**src/rtl/abd_acc_long.sv**
```systemverilog
module abd_acc_long #(
  parameter int VLEN = 128
) (
  input  logic            clk,
  input  logic            rst_n,
  input  logic            start,
  input  logic [31:0]     insn,
  input  logic [VLEN-1:0] src_a,
  input  logic [VLEN-1:0] src_b,
  input  logic [VLEN-1:0] acc,
  output logic [VLEN-1:0] result,
  output logic            valid,
  output logic            illegal
);
  localparam int NSIZE = 3;

  logic [1:0] sz;
  logic       uns, top, legal;
  logic [VLEN-1:0] res_sz [NSIZE];

  assign sz    = insn[23:22];
  assign uns   = insn[11];
  assign top   = insn[10];
  assign legal = (insn[31:24] == 8'b01000101) && !insn[21] &&
                 (insn[15:12] == 4'b1100) && (sz != 2'b00);

  for (genvar g = 0; g < NSIZE; g++) begin : g_size
    localparam int W = 16 << g;
    localparam int N = W / 2;
    localparam int LANES = VLEN / W;
    for (genvar l = 0; l < LANES; l++) begin : g_lane
      logic [N-1:0] na, nb;
      logic [W-1:0] ea, eb, diff, mag;
      assign na   = top ? src_a[l*W+N +: N] : src_a[l*W +: N];
      assign nb   = top ? src_b[l*W+N +: N] : src_b[l*W +: N];
      assign ea   = {{N{!uns & na[N-1]}}, na};
      assign eb   = {{N{!uns & nb[N-1]}}, nb};
      assign diff = ea - eb;
      assign mag  = diff[W-1] ? -diff : diff;
      assign res_sz[g][l*W +: W] = mag + acc[l*W +: W];
    end
  end

  always_ff @(posedge clk) begin
    if (!rst_n) begin
      result  <= '0;
      valid   <= 1'b0;
      illegal <= 1'b0;
    end else begin
      valid   <= start && legal;
      illegal <= start && !legal;
      if (start && legal) result <= res_sz[sz - 2'd1];
    end
  end

  a_r7_valid_after_start: assert property (@(posedge clk) disable iff (!rst_n)
    (valid || illegal) |-> $past(start));
  a_r1_flags_exclusive: assert property (@(posedge clk) disable iff (!rst_n)
    $onehot0({valid, illegal}));
  a_r8_hold: assert property (@(posedge clk) disable iff (!rst_n)
    !start |=> $stable(result));
  a_r3_reserved_size: assert property (@(posedge clk) disable iff (!rst_n)
    (start && insn[23:22] == 2'b00) |=> (illegal && !valid && $stable(result)));
  a_r7_single_pulse: assert property (@(posedge clk) disable iff (!rst_n)
    (valid && !start) |=> !valid);
endmodule

```
**config.mk**
```make
export PLATFORM = sky130hd
export DESIGN_NAME = abd_acc_long
export DESIGN_NICKNAME = d
export VERILOG_FILES = /design/src/rtl/abd_acc_long.sv
export SDC_FILE = /design/constraint.sdc
export NUM_CORES = 2
export LEC_CHECK = 0
export CORE_UTILIZATION = 63
export CTS_CLUSTER_SIZE = 40
export DETAILED_ROUTE_END_ITERATION = 12
export PLACE_DENSITY = 0.9
export SLEW_MARGIN = 15
export SYNTH_ARGS = -nofsm -noshare
export SYNTH_HDL_FRONTEND = slang
export SYNTH_SLANG_ARGS = --single-unit
```
**constraint.sdc**
```tcl
create_clock -name clk -period 13.85 [get_ports clk]
set_clock_uncertainty 0.05 [all_clocks]
set_input_delay 1.385 -clock clk [delete_from_list [all_inputs] [get_ports clk]]
set_output_delay 1.385 -clock clk [all_outputs]
set_load 0.01 [all_outputs]
```
* Yosys cells after proc, flatten, opt, wreduce, memory -nomap -nowiden
Cells that the tools add are included.
** Word-level totals
- Register bits :: 130
- Input bits :: 419
- Output and inout bits :: 130
- Logic and storage cells :: 132
** Operators by class
- $add $sub $neg :: 43
- Order comparisons :: 1
- Equality and inequality tests :: 2
- Muxes and demuxes :: 45
- Bitwise gates (word level) :: 29
- Reductions and logical operators :: 9
** Operators with widths (count)
- $bmux 128 s2 :: 1
- $mux 128 :: 2
- $mux 16 :: 16
- $mux 32 :: 8
- $add 16x16->16 :: 8
- $add 32x32->32 :: 4
- $add 64x64->64 :: 2
- $mux 64 :: 2
- $mux 8 :: 16
- $neg 16->16 :: 8
- $neg 32->32 :: 4
- $neg 64->64 :: 2
- $sub 9x9->10 :: 8
- $sub 17x17->18 :: 4
- $sub 33x33->34 :: 2
- $and 1x1->1 :: 28
- $eq 8x7->1 const B :: 1
- $logic_and 1x1->1 :: 5
- $eq 4x4->1 const B :: 1
- $ge 3x3->1 const B :: 1
- $logic_not 1->1 :: 3
- $not 2->3 :: 1
- $reduce_bool 2->1 :: 1
- $sub 2x1->2 const B :: 1

* Longest topological paths before layout
- Word-level depth :: 9
- Mapped depth :: 33
- Mapped depth without buffers :: 28

* Worst setup path after synthesis
Ideal clock, no wire load.
- Path type :: input port to flip-flop
- Start point :: input insn[10]
- End point :: register result[116]
- Library setup time :: 0.123 ns
- Data arrival time :: 8.271 ns
- Data required time :: 13.677 ns
- Slack :: 5.406 ns
- Cell stages on the path :: 30
- Path buffers :: 6
- Path through :: clkbuf_1 > clkbuf_1 > clkbuf_1 > buf_1 > mux2i_1 > ha_1 > a21oi_1 > o21a_1 > o21ai_1 > a311o_1 > inv_1 > a21oi_1 > o41a_1 > o31ai_1 > clkbuf_1 > o21ai_1 > xnor2_1 > ha_1 > clkbuf_1 > nand2_1 > or4_1 > inv_1 > o311ai_0 > a211oi_1 > nor2_1 > o31ai_1 > a21boi_0 > xnor2_1 > a221oi_1 > nor2_1
** Between the ends
- Cells in the longest elaborated chain, start to end :: 9
** RTL lines
- from (decl) :: line 7 : input logic [31:0] insn,
- $mux 32, or another cell as far along :: line 34 : assign na = top ? src_a[l*W+N +: N] : src_a[l*W +: N];
- $and 1x1->1, on equally long branches :: line 36, 37
- $sub 33x33->34 / $sub 17x17->18 (equally long branches) :: line 38 : assign diff = ea - eb;
- $neg 64->64 / $neg 32->32 (equally long branches) :: line 39 : assign mag = diff[W-1] ? -diff : diff;
- $mux 64 / $mux 32 (equally long branches) :: line 39
- $add 64x64->64 / $add 32x32->32 (equally long branches) :: line 40 : assign res_sz[g][l*W +: W] = mag + acc[l*W +: W];
- $bmux 128 s2 (*) :: line 52 : if (start && legal) result <= res_sz[sz - 2'd1];
- $mux 128 (not written as such) (*) (2 in series) :: line 52
- to (signal assigned) :: line 52
- to (decl) :: line 11 : output logic [VLEN-1:0] result,
Mark *: on every way between the ends. The rest lies on a longest branch, timed or not. The select of a mux whose other input is x is not followed.
A chain may end at the register's enable or synchronous reset.

* Worst setup path after layout
- Start point :: input insn[10]
- End point :: register result[126]
** Between the ends
- Cells in the longest elaborated chain, start to end :: 9
** RTL lines (line)
- $mux 32, or another cell as far along :: 34
- $and 1x1->1, on equally long branches :: 36, 37
- $sub 33x33->34, or another cell as far along :: 38
- $neg 64->64, or another cell as far along :: 39
- $mux 64, or another cell as far along :: 39
- $add 64x64->64, or another cell as far along :: 40
- $bmux 128 s2 (*) :: 52
- $mux 128 (not written as such) (*) (2 in series) :: 52
Marked as above.

==> flow_summary.toml <==
[route]
firstDrtPassIters = 7
ant_nets = 0
vias = 50740
drt-vias-per-instance = 6.809
drc_errors = 0
wl_per_cell_um = 23.56
routed_wl_um = 175600
dr.first_iter.drc_count = 7705

[critical_path]
r2r_cells = 4
path_class = "input pin to register"
crit_path_frequent_cell = "a21oi_1"
cp_max_fo = 99
r2r_slack_ps = 12410
cp.required_ps = 14180
cp.arrival_ps = 10750
rr_endpoint = "result[95]"
crit_path_end = "result[126]"
timing.rr.start = "result[95]"
critPathLaunchType = "input pin"
cp-startpoint = "insn[10]"
cpMaxStageDelayCell = "a2111oi_0"
cp-end-kind = "register"
critPathMaxStageDelay_ps = 750

[clock_network]
numCtsBuffers = 17
cts_buffer_depth = 2
clkLatencyLatePin_ps = 460
post_cts_resize_count = 0
cts_setup_buffers = 0
cts_hold_buf = 0
clkTransAtPathRegs_ps = 70
clkSinkCount = 130
cts_tree = "built"
htreeDepth = 4
root_buffer = "clkbuf_16"

[power]
pwr_density_cell_nw_per_um2 = 125.6
ir_drop_v = 0.00008297
leakage_nw = 21.58

[die]
dieArea_um2 = 67470
start_util_pct = 63.66
num_rows = 94
dieWidth_um = 259.7
top_level_ports = 549
core_um2 = 65750
die_y_um = 259.7

[timing]
finalSetupTns_ps = 0
finalSetupViolCount = 0
max_freq_ghz = 0.09591
layout_min_cycle_time_ps = 10430
post-route-period-util_pct = 75.28
rsz0062_at_grt = "no"
slew_headroom_pct = 18.23
hold_viol_final = 0
tightest_slew_ps = 1227
slew_violations = 0
holdWs_ps = 451.7

[synthesis]
ys_types = 104
synth-seq-cells = 130
postSynthCellCount = 6085
syn_area_um2 = 41850
synth_edf_count = 0
synthTopCellsByArea = "ha_1, a21oi_1, xnor2_1, dfxtp_1, o21ai_0"
ys_async_sr_fraction_pct = 0
ys_seq_area_share_pct = 6.218
synth_top_area_cell = "ha_1"
synth_top_flop_cell = "dfxtp_1"
yosysWarnings = 0
synth_top_cell_area_share_pct = 17.67
syn-mean-instance-area_um2 = 6.878

[global_routing]
grtUsageTotal_pct = 49.17
overflow = 0
grt_max_degree = 200
grt_pass1_vias = 44590
grt_pass1_wl_um = 258100
antenna_found_initial = 15

[placement]
place_area_um2 = 48130
gp_congestion = 1.115
hpwl_um = 143000
numPortBuffers = 533

[min_path]
hold_path_class = "register to register"
min_from = "result[67]"
hold_depth = 1

[cells_and_area]
area_delta_synth_final_pct = 16.49
nets = 7600
final_area_um2 = 48760
drive_gt1_share_pct = 2.586
final_util_pct = 74.16

[run]
drv_cap = 0

[outcome]
status = "completed"
report_power, final:
| group | internal [mW] | switching, mW |
|---|---|---|
| clock network | 0.256 | 0.221 |
| logic | 2.02 | 3.25 |
| registers | 0.374 | 0.0000520 |
worst min path at each step:
stage	end	slack, ps
detailed placement	result[109]	440
finish	result[67]	450
CTS	result[32]	450
floorplan	result[21]	440
global placement	result[108]	430
global route	result[109]	470
critical path, delay by kind of cell:
kind / cells / cell delay [ps]
adder cells (fa/ha/maj): 2 / 770
AND/OR/NAND/NOR: 7 / 2150
buffers and inverters: 2 / 1080
XOR/XNOR: 2 / 500
AO/OA/AOI/OAI: 15 / 4730
area by class of cell:
class | count | area [um2]
inverter | 247 | 927.1
clock buffer | 19 | 452.9
timing repair buffer | 558 | 5548
tap | 864 | 1081
antenna | 13 | 32.53
sequential | 130 | 2603
multi-input combinational | 5608 | 38000
clock inverter | 13 | 112.6
fill | 5492 | 16990
synthesized netlist by cell type, drive strengths merged (31+ instances only):
| cell type | number |
|---|---|
| xnor2 | 364 |
| a21oi | 685 |
| and2 | 37 |
| nand4 | 68 |
| o21a | 60 |
| or2 | 35 |
| nor2 | 461 |
| nor4 | 38 |
| a211oi | 69 |
| a221oi | 79 |
| o31ai | 50 |
| nand2 | 642 |
| xor2 | 240 |
| clkbuf | 232 |
| nor3 | 131 |
| or3 | 43 |
| dfxtp | 130 |
| o211ai | 35 |
| and3 | 45 |
| nand2b | 139 |
| o21bai | 92 |
| a31oi | 91 |
| ha | 591 |
| inv | 247 |
| nor3b | 31 |
| a21o | 208 |
| nand3 | 122 |
| mux2i | 72 |
| nor2b | 152 |
| o21ai | 512 |
cells in the final DEF, fill, tap and decap left out, types with 47 or more instances in the layout:
master,count
a21oi_1,684
nand2_1,641
ha_1,590
clkdlybuf4s50_1,530
o21ai_0,497
nor2_1,458
xnor2_1,363
inv_1,246
xor2_1,240
a21o_1,208
nor2b_1,152
conb_1,150
nand2b_1,139
dfxtp_1,130
nor3_1,129
nand3_1,121
o21bai_1,92
a31oi_1,91
a221oi_1,78
mux2i_1,72
nand4_1,68
a211oi_1,68
o21a_1,60
o31ai_1,47
flip-flops by register name, indices dropped and copies added (netlist names):
signal,cells
result,128
illegal,1
valid,1
logic make-up (layout without fill, tap and decap cells):
group           after synthesis  count (layout)  share of synthesized area (%)
buf+inv                     496             837                          4.475
mux                          92              92                          2.260
simple gates               2011            2011                          23.31
other cells                   1             163                       0.008960
flops                       130             130                          6.218
xor+xnor                    604             604                          12.66
fa+ha+maj                   619             619                          19.01
compound gates             2132            2132                          32.06
per-stage QoR:
step                      power (mW)  setup slack, ps  std cells
after global placement         5.250             3618       7406
after floorplan                4.056             5406       6234
final                          6.126             3424       7452
after global routing           6.471             3154       7448
after detailed placement       5.351             3499       7406
after CTS                      5.848             3965       7438
routing by layer:
| layer | GRT usage, % | part of all wire (%) | vias to the layer above |
|---|---|---|---|
| met2 | 71.28 | 40 | 3748 |
| met3 | 13.01 | 14 | 711 |
| met1 | 66.32 | 40 | 23150 |
| li1 | - | - | 23130 |
| met4 | 24.85 | 6.1 | 8 |
| met5 | 0 | 0.032 | - |
Power figures use the tool's default switching activity.
